==> config.mk <==
export PLATFORM = sky130hd
export DESIGN_NAME = vref_latch_seq
export DESIGN_NICKNAME = d
export VERILOG_FILES = /design/src/rtl/vref_seq_pkg.sv /design/src/rtl/vref_step_ctrl.sv /design/src/rtl/vref_cfg_hold.sv /design/src/rtl/vref_mr6_format.sv /design/src/rtl/vref_latch_seq.sv
export SDC_FILE = /design/constraint.sdc
export NUM_CORES = 1
export LEC_CHECK = 0
export ABC_CLOCK_PERIOD_IN_PS = 1240
export BUFFER_PORTS_ARGS = -buffer_cell sky130_fd_sc_hd__buf_2
export CAP_MARGIN = 20
export CORE_MARGIN = 3
export CORE_UTILIZATION = 40
export DETAILED_ROUTE_END_ITERATION = 7
export PLACE_DENSITY = 0.75
export SLEW_MARGIN = 5
export SYNTH_ARGS = -nofsm -noshare
export SYNTH_HDL_FRONTEND = slang
export SYNTH_SLANG_ARGS = --single-unit
==> constraint.sdc <==
create_clock -name clk -period 1.24 [get_ports clk]
set_input_delay 0 -clock clk [delete_from_list [all_inputs] [get_ports clk]]
set_output_delay 0 -clock clk [all_outputs]
set_load 0.03 [all_outputs]
==> src/rtl/vref_seq_pkg.sv <==
package vref_seq_pkg;
    typedef enum logic [1:0] {
        ST_IDLE  = 2'd0,
        ST_ISSUE = 2'd1,
        ST_WAIT  = 2'd2
    } seq_state_e;
endpackage

==> src/rtl/vref_step_ctrl.sv <==
module vref_step_ctrl
    import vref_seq_pkg::*;
#(
    parameter int NUM_STEPS = 3,
    localparam int STEP_W   = (NUM_STEPS > 1) ? $clog2(NUM_STEPS) : 1
) (
    input  logic              clk,
    input  logic              rst_n,
    input  logic              start_i,
    input  logic              pair_done_i,
    output logic              capture_o,
    output logic              req_o,
    output logic              last_step_o,
    output logic              busy_o,
    output logic              done_o
);
    localparam logic [STEP_W-1:0] LAST = STEP_W'(NUM_STEPS - 1);

    typedef struct packed {
        seq_state_e        st;
        logic [STEP_W-1:0] step;
        logic              done;
    } ctrl_t;

    ctrl_t ctrl_d, ctrl_q;

    always_comb begin
        ctrl_d      = ctrl_q;
        ctrl_d.done = 1'b0;
        capture_o   = 1'b0;
        case (ctrl_q.st)
            ST_IDLE: begin
                if (start_i) begin
                    ctrl_d.st   = ST_ISSUE;
                    ctrl_d.step = '0;
                    capture_o   = 1'b1;
                end
            end
            ST_ISSUE: ctrl_d.st = ST_WAIT;
            ST_WAIT: begin
                if (pair_done_i) begin
                    if (ctrl_q.step == LAST) begin
                        ctrl_d.st   = ST_IDLE;
                        ctrl_d.done = 1'b1;
                    end else begin
                        ctrl_d.step = ctrl_q.step + 1'b1;
                        ctrl_d.st   = ST_ISSUE;
                    end
                end
            end
            default: ctrl_d.st = ST_IDLE;
        endcase
    end

    always_ff @(posedge clk or negedge rst_n) begin
        if (!rst_n) begin
            ctrl_q <= '{st: ST_IDLE, step: '0, done: 1'b0};
        end else begin
            ctrl_q <= ctrl_d;
        end
    end

    assign req_o       = (ctrl_q.st == ST_ISSUE);
    assign busy_o      = (ctrl_q.st != ST_IDLE);
    assign last_step_o = (ctrl_q.step == LAST);
    assign done_o      = ctrl_q.done;
endmodule

==> src/rtl/vref_cfg_hold.sv <==
module vref_cfg_hold #(
    parameter int ADDR_W = 14,
    parameter int RANK_W = 2,
    parameter int IDLE_W = 16
) (
    input  logic              clk,
    input  logic              rst_n,
    input  logic              capture_i,
    input  logic [ADDR_W-1:0] base_i,
    input  logic [RANK_W-1:0] rank_i,
    input  logic [IDLE_W-1:0] idle_i,
    output logic [ADDR_W-1:0] base_o,
    output logic [RANK_W-1:0] rank_o,
    output logic [IDLE_W-1:0] idle_o
);
    typedef struct packed {
        logic [ADDR_W-1:0] base;
        logic [RANK_W-1:0] rank;
        logic [IDLE_W-1:0] idle;
    } cfg_t;

    cfg_t cfg_d, cfg_q;

    always_comb begin
        cfg_d = cfg_q;
        if (capture_i) begin
            cfg_d.base = base_i;
            cfg_d.rank = rank_i;
            cfg_d.idle = idle_i;
        end
    end

    always_ff @(posedge clk or negedge rst_n) begin
        if (!rst_n) begin
            cfg_q <= '0;
        end else begin
            cfg_q <= cfg_d;
        end
    end

    assign base_o = cfg_q.base;
    assign rank_o = cfg_q.rank;
    assign idle_o = cfg_q.idle;
endmodule

==> src/rtl/vref_mr6_format.sv <==
module vref_mr6_format #(
    parameter int ADDR_W = 14,
    parameter int TE_BIT = 7
) (
    input  logic [ADDR_W-1:0] base_i,
    input  logic              last_step_i,
    output logic [ADDR_W-1:0] payload_o
);
    localparam logic [ADDR_W-1:0] TE_MASK = ADDR_W'(1) << TE_BIT;

    always_comb begin
        if (last_step_i) begin
            payload_o = base_i & ~TE_MASK;
        end else begin
            payload_o = base_i | TE_MASK;
        end
    end
endmodule

==> src/rtl/vref_latch_seq.sv <==
module vref_latch_seq #(
    parameter int ADDR_W    = 14,
    parameter int RANK_W    = 2,
    parameter int IDLE_W    = 16,
    parameter int MRSEL_W   = 3,
    parameter int MR_NUM    = 6,
    parameter int TE_BIT    = 7,
    parameter int NUM_STEPS = 3
) (
    input  logic               clk,
    input  logic               rst_n,
    input  logic               start_i,
    input  logic [ADDR_W-1:0]  base_mr_i,
    input  logic [RANK_W-1:0]  rank_i,
    input  logic [IDLE_W-1:0]  idle_cycles_i,
    input  logic               pair_done_i,
    output logic               req_o,
    output logic [MRSEL_W-1:0] req_mr_sel_o,
    output logic [ADDR_W-1:0]  req_payload_o,
    output logic [RANK_W-1:0]  req_rank_o,
    output logic [IDLE_W-1:0]  req_idle_o,
    output logic               busy_o,
    output logic               done_o
);
    logic              capture;
    logic              last_step;
    logic [ADDR_W-1:0] base_held;

    vref_step_ctrl #(.NUM_STEPS(NUM_STEPS)) u_ctrl (
        .clk        (clk),
        .rst_n      (rst_n),
        .start_i    (start_i),
        .pair_done_i(pair_done_i),
        .capture_o  (capture),
        .req_o      (req_o),
        .last_step_o(last_step),
        .busy_o     (busy_o),
        .done_o     (done_o)
    );

    vref_cfg_hold #(.ADDR_W(ADDR_W), .RANK_W(RANK_W), .IDLE_W(IDLE_W)) u_hold (
        .clk      (clk),
        .rst_n    (rst_n),
        .capture_i(capture),
        .base_i   (base_mr_i),
        .rank_i   (rank_i),
        .idle_i   (idle_cycles_i),
        .base_o   (base_held),
        .rank_o   (req_rank_o),
        .idle_o   (req_idle_o)
    );

    vref_mr6_format #(.ADDR_W(ADDR_W), .TE_BIT(TE_BIT)) u_fmt (
        .base_i     (base_held),
        .last_step_i(last_step),
        .payload_o  (req_payload_o)
    );

    assign req_mr_sel_o = MRSEL_W'(MR_NUM);
endmodule

==> results of run 1 <==
cell type report:
| class | count | area [um2] | area share |
|---|---|---|---|
| clock buffer | 7 | 65.1 | 0.0261 |
| sequential | 36 | 901 | 0.361 |
| inverter | 3 | 11.3 | 0.00452 |
| multi-input combinational | 45 | 557 | 0.223 |
| timing repair buffer | 116 | 872 | 0.350 |
| clock inverter | 1 | 30.0 | 0.0120 |
| tap | 46 | 57.6 | 0.0231 |
placed cells by master (no fill, tap or decap), types with 3 or more instances in the layout:
cell type and n:
sky130_fd_sc_hd__buf_2 66, sky130_fd_sc_hd__conb_1 3, sky130_fd_sc_hd__dfrtp_1 36, sky130_fd_sc_hd__clkbuf_4 5, sky130_fd_sc_hd__buf_4 6, sky130_fd_sc_hd__buf_6 7, sky130_fd_sc_hd__mux2_4 22, sky130_fd_sc_hd__dlygate4sd3_1 33
sky130_fd_sc_hd__mux2_2 8
state kept, by name, indices dropped and copies added, names as in the netlist:
register       count
u_hold.idle_o     16
u_hold.base_o     13
u_ctrl.ctrl_q      4
u_hold.rank_o      2
u_ctrl.done_o      1
through the flow:
step / util / instances / hold slack (ps) / TNS (ps)
2_1_floorplan: - / 90 / -296 / -3010
3_3_place_gp: 0.546 / 207 / -76.2 / -2210
3_5_place_dp: 0.546 / 207 / -64.4 / -3600
4_1_cts: 0.720 / 252 / 91.4 / -3880
5_1_grt: 0.736 / 254 / 118 / -6420
6_report: 0.736 / 254 / 106 / -4050
repair_timing:
action,in CTS,in global routing
pin swaps,2,1
setup buffers,3,1
cloned,1,1
hold buffers,33,0
hold endpoints to repair,68,0
resized for setup,35,5
setup endpoints to repair,37,37
worst paths after layout:
kind                                        start  cells after the start  slack, ps                end
worst min-delay path                        rst_n                      2        110  u_hold.idle_o[13]
worst max register to register   u_ctrl.ctrl_q[3]                      4       -140   u_hold.rank_o[1]
min in group clk                          start_i                      5        400   u_hold.idle_o[1]
worst min register to register  u_hold.idle_o[15]                      1        490  u_hold.idle_o[15]
worst max-delay path             u_ctrl.ctrl_q[3]                      4       -140   u_hold.rank_o[1]
max in group asynchronous                   rst_n                      3        550   u_hold.base_o[2]
power groups by stage:
stage / logic, W / clock network (W) / registers, W
finish: 0.00380 / 0.000902 / 0.00208
global route: 0.00401 / 0.000973 / 0.00216
CTS: 0.00367 / 0.000943 / 0.00206
detailed placement: 0.00304 / 0 / 0.00206
global placement: 0.00296 / 0 / 0.00203
floorplan: 0.00103 / 0 / 0.00312
routing by layer:
layer  part of all wire  wire, um  vias to the layer above  track usage
met5                  0         0                        -            0
met4             0.0091        34                        0       0.0544
met3              0.054       201                        5       0.0462
met2               0.56      2080                       41        0.347
met1               0.38      1410                      552        0.209
li1                   -         -                      537            -
cells by family (layout without fill, tap and decap cells):
group,Yosys count,count (layout),share of synthesized area
DFF,36,36,0.632
muxes,32,32,0.252
buffers and inverters,9,127,0.0474
and+or+nand+nor,8,8,0.0509
other,2,3,0.00527
adders and majority gates,1,1,0.00877
AOI/OAI and AO/OA,1,1,0.00439
==> summary.txt, run 1 <==
WORST SETUP PATH
----------------------------------------------------------------------------------
Crit-path max FO                                                                10
Sort of element at the end of the critical path                          flip-flop
Worst path buffer plus inverter count                                            2
Critical path type                                                         reg2reg
CP delay by family, top                                                 flip-flops
CP max stage cell                                                     sky130_fd_sc_hd__dfrtp_1
Critical path, cell by cell                                           nor3b_4 > buf_4 > buf_16 > mux2_2
Startpoint type of the worst setup path                                  flip-flop
Slowest cell delay on critical path                                         430 ps
Worst Path Required                                                        1460 ps
Crit path DAT                                                              1610 ps

SYNTH
----------------------------------------------------------------------------------
Top cell types by occurrence after synthesis                          36 x sky130_fd_sc_hd__dfrtp_1, 29 x sky130_fd_sc_hd__mux2_2, 3 x sky130_fd_sc_hd__buf_4, 3 x sky130_fd_sc_hd__buf_6, 3 x sky130_fd_sc_hd__inv_1
Flip-flop and latch count after synthesis                                       36
Share of synthesized registers carrying an async set or reset                 1.00
Cell with the most instances after synthesis                          sky130_fd_sc_hd__dfrtp_1
Synthesized netlist cell count                                                  89
Syn Area/Cell                                                             16.0 um2
Number of synthesized flops with an enable pin                                   0
Most area-consuming cells after synthesis                             sky130_fd_sc_hd__dfrtp_1 63%, sky130_fd_sc_hd__mux2_2 23%, sky130_fd_sc_hd__buf_6 2.4%
Number of warnings reported in the yosys synthesis log                           0
Unique cell type count in the Yosys netlist                                     17
Sequential cell area fraction in the yosys report                            0.632
Cell taking the most area after synthesis                             sky130_fd_sc_hd__dfrtp_1
Netlist area before placement                                          0.00143 mm2
Proportion of netlist area held by the largest area contributor              0.632
Primary flip-flop cell chosen by synthesis mapping                    sky130_fd_sc_hd__dfrtp_1

TIMING
----------------------------------------------------------------------------------
Post-Route Skew                                                            3.95 ps
Achievable Freq                                                            723 MHz
Min cycle time layout                                                      1380 ps
Total of endpoints with negative setup slack in the final report                35
Final critical-path setup slack                                            -144 ps
Share of the clock period used by the worst path after layout                 1.12
Number of failing hold endpoints at the final stage                              0
Total count of max-transition violations in the final report                     0
RSZ-0062 raised after global routing                                           yes

CLOCK NETWORK
----------------------------------------------------------------------------------
Clock-pin transition on the worst setup and hold timing paths               100 ps
Number of levels the H-tree was split into                                       2
Clock tree root driver cell                                           sky130_fd_sc_hd__clkbuf_4
Number of clock sinks                                                           36
CTS Buf Count                                                                    5
Buffer levels on the longest clock path                                          2
CTS tree                                                                      done
Worst-Skew Late Latency                                                     330 ps

FLOORPLAN
----------------------------------------------------------------------------------
I/O pin count                                                                   74
Vertical die dimension                                                     65.7 um
Total number of placement rows                                                  21
Die area                                                               0.00432 mm2
Die Span X                                                                 65.7 um
Initial Utilization                                                          0.421
Placeable core region                                                  0.00339 mm2

POWER
----------------------------------------------------------------------------------
Cell internal pwr                                                        0.00407 W
Switch Pwr                                                               0.00271 W
Flop pwr share                                                               0.306
Leakage power                                                              1.25 nW
VDD IR max                                                                 1.51 mV
Pwr dens                                                               2720 mW/mm2
Post-route total power                                                   0.00678 W
Switching share of total power                                               0.399
Clock power share                                                            0.133
Gate power share                                                             0.560

LAYOUT
----------------------------------------------------------------------------------
Synthesis-to-finish area growth                                              74.8%
Number of nets in the layout                                                   244
ANT cells                                                                        0
Post-route cell area                                                   0.00249 mm2
Fillcell total                                                                 221
Share of final-layout standard cells stronger than drive strength 1          0.611

GLOBAL ROUTE
----------------------------------------------------------------------------------
Overall Global Routing Usage                                                 0.187
Pin count of the biggest net entering global routing                            21
Via count of the first global-routing pass                                   1,276
Remaining Overflow, GRT                                                          0
First-pass GRT wire length                                                 6020 um
Antenna violations before repair                                                 0

ROUTE
----------------------------------------------------------------------------------
Total number of vias                                                         1,135
Routed length per instance                                                 14.7 um
Number of vias per cell                                                       4.47
Remaining antenna violation count after routing                                  0
First-pass iteration count of the detailed router                                4
Final Routed Wirelength                                                    3720 um
Iteration-0 DRC count of the detailed router                                    23
DRC violations left                                                              0

PLACE
----------------------------------------------------------------------------------
DPL Wire Length                                                            2230 um
Post-detailed-placement cell area                                      0.00185 mm2
Number of port buffers                                                          69
Final Wtd Congestion                                                         0.681
Setup Slack @ Placement                                                    -130 ps

OUTCOME
----------------------------------------------------------------------------------
Outcome                                                               complete, but fails checks
Failing checks                                                        setup timing

HOLD PATH
----------------------------------------------------------------------------------
Class of the tightest hold or removal check                               in2async

RUN
----------------------------------------------------------------------------------
Max-Cap Viols                                                                    0

Note: power is estimated with default switching activity, not from simulation.
==> run 2: changes to the inputs <==
==> constraint.sdc (replaced) <==
create_clock -name clk -period 1.24 [get_ports clk]
set_input_delay 0.062 -clock clk [delete_from_list [all_inputs] [get_ports clk]]
set_output_delay 0.062 -clock clk [all_outputs]
set_load 0.03 [all_outputs]
==> run 2 against run 1 <==
Net effect:
- the run still ends with setup timing left
- worst setup slack worse by 12 ps
- design area down 0.45%
- register-to-register slack about the same
- first-iteration DRC count down 8.7%
- die area unchanged
- global-route usage down 0.15 points
- clock-buffer cell count unchanged
- combinational power about the same
- critical path type unchanged
- largest power group unchanged
- highest routed layer unchanged
==> summary.txt, run 2 (synthesized netlist as in run 1, its figures left out) <==
LAYOUT
----------------------------------------------------------------------------------
Highest-count cells in the layout ignoring fill and taps              66 x sky130_fd_sc_hd__buf_2, 36 x sky130_fd_sc_hd__dfrtp_1, 32 x sky130_fd_sc_hd__dlygate4sd3_1   was 66 x sky130_fd_sc_hd__buf_2, 36 x sky130_fd_sc_hd__dfrtp_1, 33 x sky130_fd_sc_hd__dlygate4sd3_1
Share of final-layout standard cells stronger than drive strength 1          0.612   was 0.611
Synthesis-to-finish area growth                                              74.0%   was 74.8%
Flip-flop count of the largest register after layout                            16   unchanged
Commonest non-fill, non-tap cell in the layout                        sky130_fd_sc_hd__buf_2   unchanged
Sequential Area                                                            901 um2   unchanged
Area used by multi-input combinational logic                               567 um2   was 557 um2
Fillcell total                                                                 218   was 221
ANT cells                                                                        0   unchanged
Number of nets in the layout                                                   242   was 244

WORST SETUP PATH
----------------------------------------------------------------------------------
Crit path DAT                                                              1620 ps   was 1610 ps
Startpoint type of the worst setup path                                  flip-flop   unchanged
Crit-path max FO                                                                10   unchanged
Worst Path Required                                                        1460 ps   about the same
Sort of element at the end of the critical path                          flip-flop   unchanged
Critical path type                                                         reg2reg   unchanged

GLOBAL ROUTE
----------------------------------------------------------------------------------
Antenna violations before repair                                                 0   unchanged
First-pass GRT wire length                                                 5990 um   was 6020 um
Via count of the first global-routing pass                                   1,270   was 1,276
Remaining Overflow, GRT                                                          0   unchanged
Pin count of the biggest net entering global routing                            21   unchanged
Overall Global Routing Usage                                                 0.186   was 0.187

CLOCK NETWORK
----------------------------------------------------------------------------------
CTS tree                                                                      done   unchanged
Worst-Skew Late Latency                                                     330 ps   about the same
Number of clock sinks                                                           36   unchanged
Clock tree root driver cell                                           sky130_fd_sc_hd__clkbuf_4   unchanged
Buffer levels on the longest clock path                                          2   unchanged
Number of levels the H-tree was split into                                       2   unchanged
Clock-pin transition on the worst setup and hold timing paths               100 ps   about the same
CTS Buf Count                                                                    5   unchanged

ROUTE
----------------------------------------------------------------------------------
Remaining antenna violation count after routing                                  0   unchanged
Routed length per instance                                                 14.6 um   was 14.7 um
First-pass iteration count of the detailed router                                3   was 4
Final Routed Wirelength                                                    3690 um   was 3720 um
Number of vias per cell                                                       4.50   was 4.47
DRC violations left                                                              0   unchanged
Total number of vias                                                         1,135   unchanged
Iteration-0 DRC count of the detailed router                                    21   was 23

FLOORPLAN
----------------------------------------------------------------------------------
Die Span X                                                                 65.7 um   unchanged
Vertical die dimension                                                     65.7 um   unchanged
Placeable core region                                                  0.00339 mm2   unchanged
Die area                                                               0.00432 mm2   unchanged
I/O pin count                                                                   74   unchanged
Total number of placement rows                                                  21   unchanged
Initial Utilization                                                          0.421   unchanged

TIMING
----------------------------------------------------------------------------------
Post-Route Skew                                                            4.12 ps   was 3.95 ps
Worst hold slack                                                           72.7 ps   was 106 ps
RSZ-0062 raised after global routing                                           yes   unchanged
Final critical-path setup slack                                            -155 ps   was -144 ps
Min cycle time layout                                                      1400 ps   was 1380 ps
Achievable Freq                                                            717 MHz   was 723 MHz
Share of the clock period used by the worst path after layout                 1.13   was 1.12
Total count of max-transition violations in the final report                     0   unchanged
Total of endpoints with negative setup slack in the final report                36   was 35
Number of failing hold endpoints at the final stage                              0   unchanged

POWER
----------------------------------------------------------------------------------
Leakage power                                                              1.24 nW   was 1.25 nW
Cell internal pwr                                                        0.00407 W   about the same
Switching share of total power                                               0.400   was 0.399
Post-route total power                                                   0.00678 W   about the same
VDD IR max                                                                 1.57 mV   was 1.51 mV
Pwr dens                                                               2730 mW/mm2   was 2720 mW/mm2
Gate power share                                                             0.559   was 0.560
Clock power share                                                            0.133   about the same
Flop pwr share                                                               0.307   was 0.306
Switch Pwr                                                               0.00271 W   about the same

HOLD PATH
----------------------------------------------------------------------------------
Class of the tightest hold or removal check                                 in2reg   was in2async

OUTCOME
----------------------------------------------------------------------------------
Outcome                                                               complete, but fails checks   unchanged
Failing checks                                                        setup timing   unchanged

PLACE
----------------------------------------------------------------------------------
Final Wtd Congestion                                                         0.681   unchanged
Setup Slack @ Placement                                                    -130 ps   unchanged
DPL Wire Length                                                            2230 um   unchanged
Number of port buffers                                                          69   unchanged

RUN
----------------------------------------------------------------------------------
Max-Cap Viols                                                                    0   unchanged

run 2: what timing repair did:
action,CTS,global route
endpoints found under the hold margin,47,0
endpoints found under the setup margin,37,37
buffers inserted,3,1
hold buffers,32,0
resized for setup,36,4
pin swaps,2,1
gates cloned,1,1
run 2: power groups by stage:
stage,Combinational [W],Clock [W],Sequential [W]
floorplan,0.00103,0,0.00312
global placement,0.00296,0,0.00203
detailed placement,0.00304,0,0.00206
CTS,0.00367,0.000943,0.00206
global route,0.00399,0.000973,0.00217
finish,0.00379,0.000903,0.00208
run 2: routing by layer:
layer	GRT usage	up-vias	share of wire
li1	-	536	-
met1	0.208	551	0.38
met2	0.343	41	0.55
met3	0.0462	7	0.053
met4	0.0544	0	0.011
met5	0	-	0
run 2: path summary, 6_finish.rpt:
path | start | endpoint | slack [ps] | depth (start not counted)
min in group asynchronous | rst_n | u_hold.idle_o[13] | 170 | 2
hold reg to reg | u_hold.idle_o[15] | u_hold.idle_o[15] | 490 | 1
setup / recovery | u_ctrl.ctrl_q[3] | u_hold.idle_o[11] | -160 | 4
hold / removal | pair_done_i | u_ctrl.done_o | 70 | 2
max in group asynchronous | rst_n | u_hold.base_o[2] | 480 | 3
setup reg to reg | u_ctrl.ctrl_q[3] | u_hold.idle_o[11] | -160 | 4
run 2: critical path: stages, from the launching register on:
cell,delay [ps]
sky130_fd_sc_hd__dfrtp_1,430
sky130_fd_sc_hd__nor3b_4,220
sky130_fd_sc_hd__buf_4,170
sky130_fd_sc_hd__buf_16,130
sky130_fd_sc_hd__mux2_2,340
run 2: cell type report:
cell class | count | area share
Inverter | 3 | 0.00454
Clock inverter | 1 | 0.0121
Sequential cell | 36 | 0.363
Timing Repair Buffer | 114 | 0.343
Tap cell | 46 | 0.0232
Clock buffer | 7 | 0.0262
Multi-Input combinational cell | 45 | 0.228
run 2: metrics by stage:
| step | util | instances | cell area [um2] | setup TNS, ps |
|---|---|---|---|---|
| after CTS | 0.717 | 250 | 2430 | -3980 |
| after global routing | 0.732 | 252 | 2480 | -6470 |
| final | 0.732 | 252 | 2480 | -4130 |
| after detailed placement | 0.546 | 207 | 1850 | -3600 |
| after global placement | 0.546 | 207 | 1850 | -2210 |
| after floorplan | - | 90 | 1430 | -3010 |
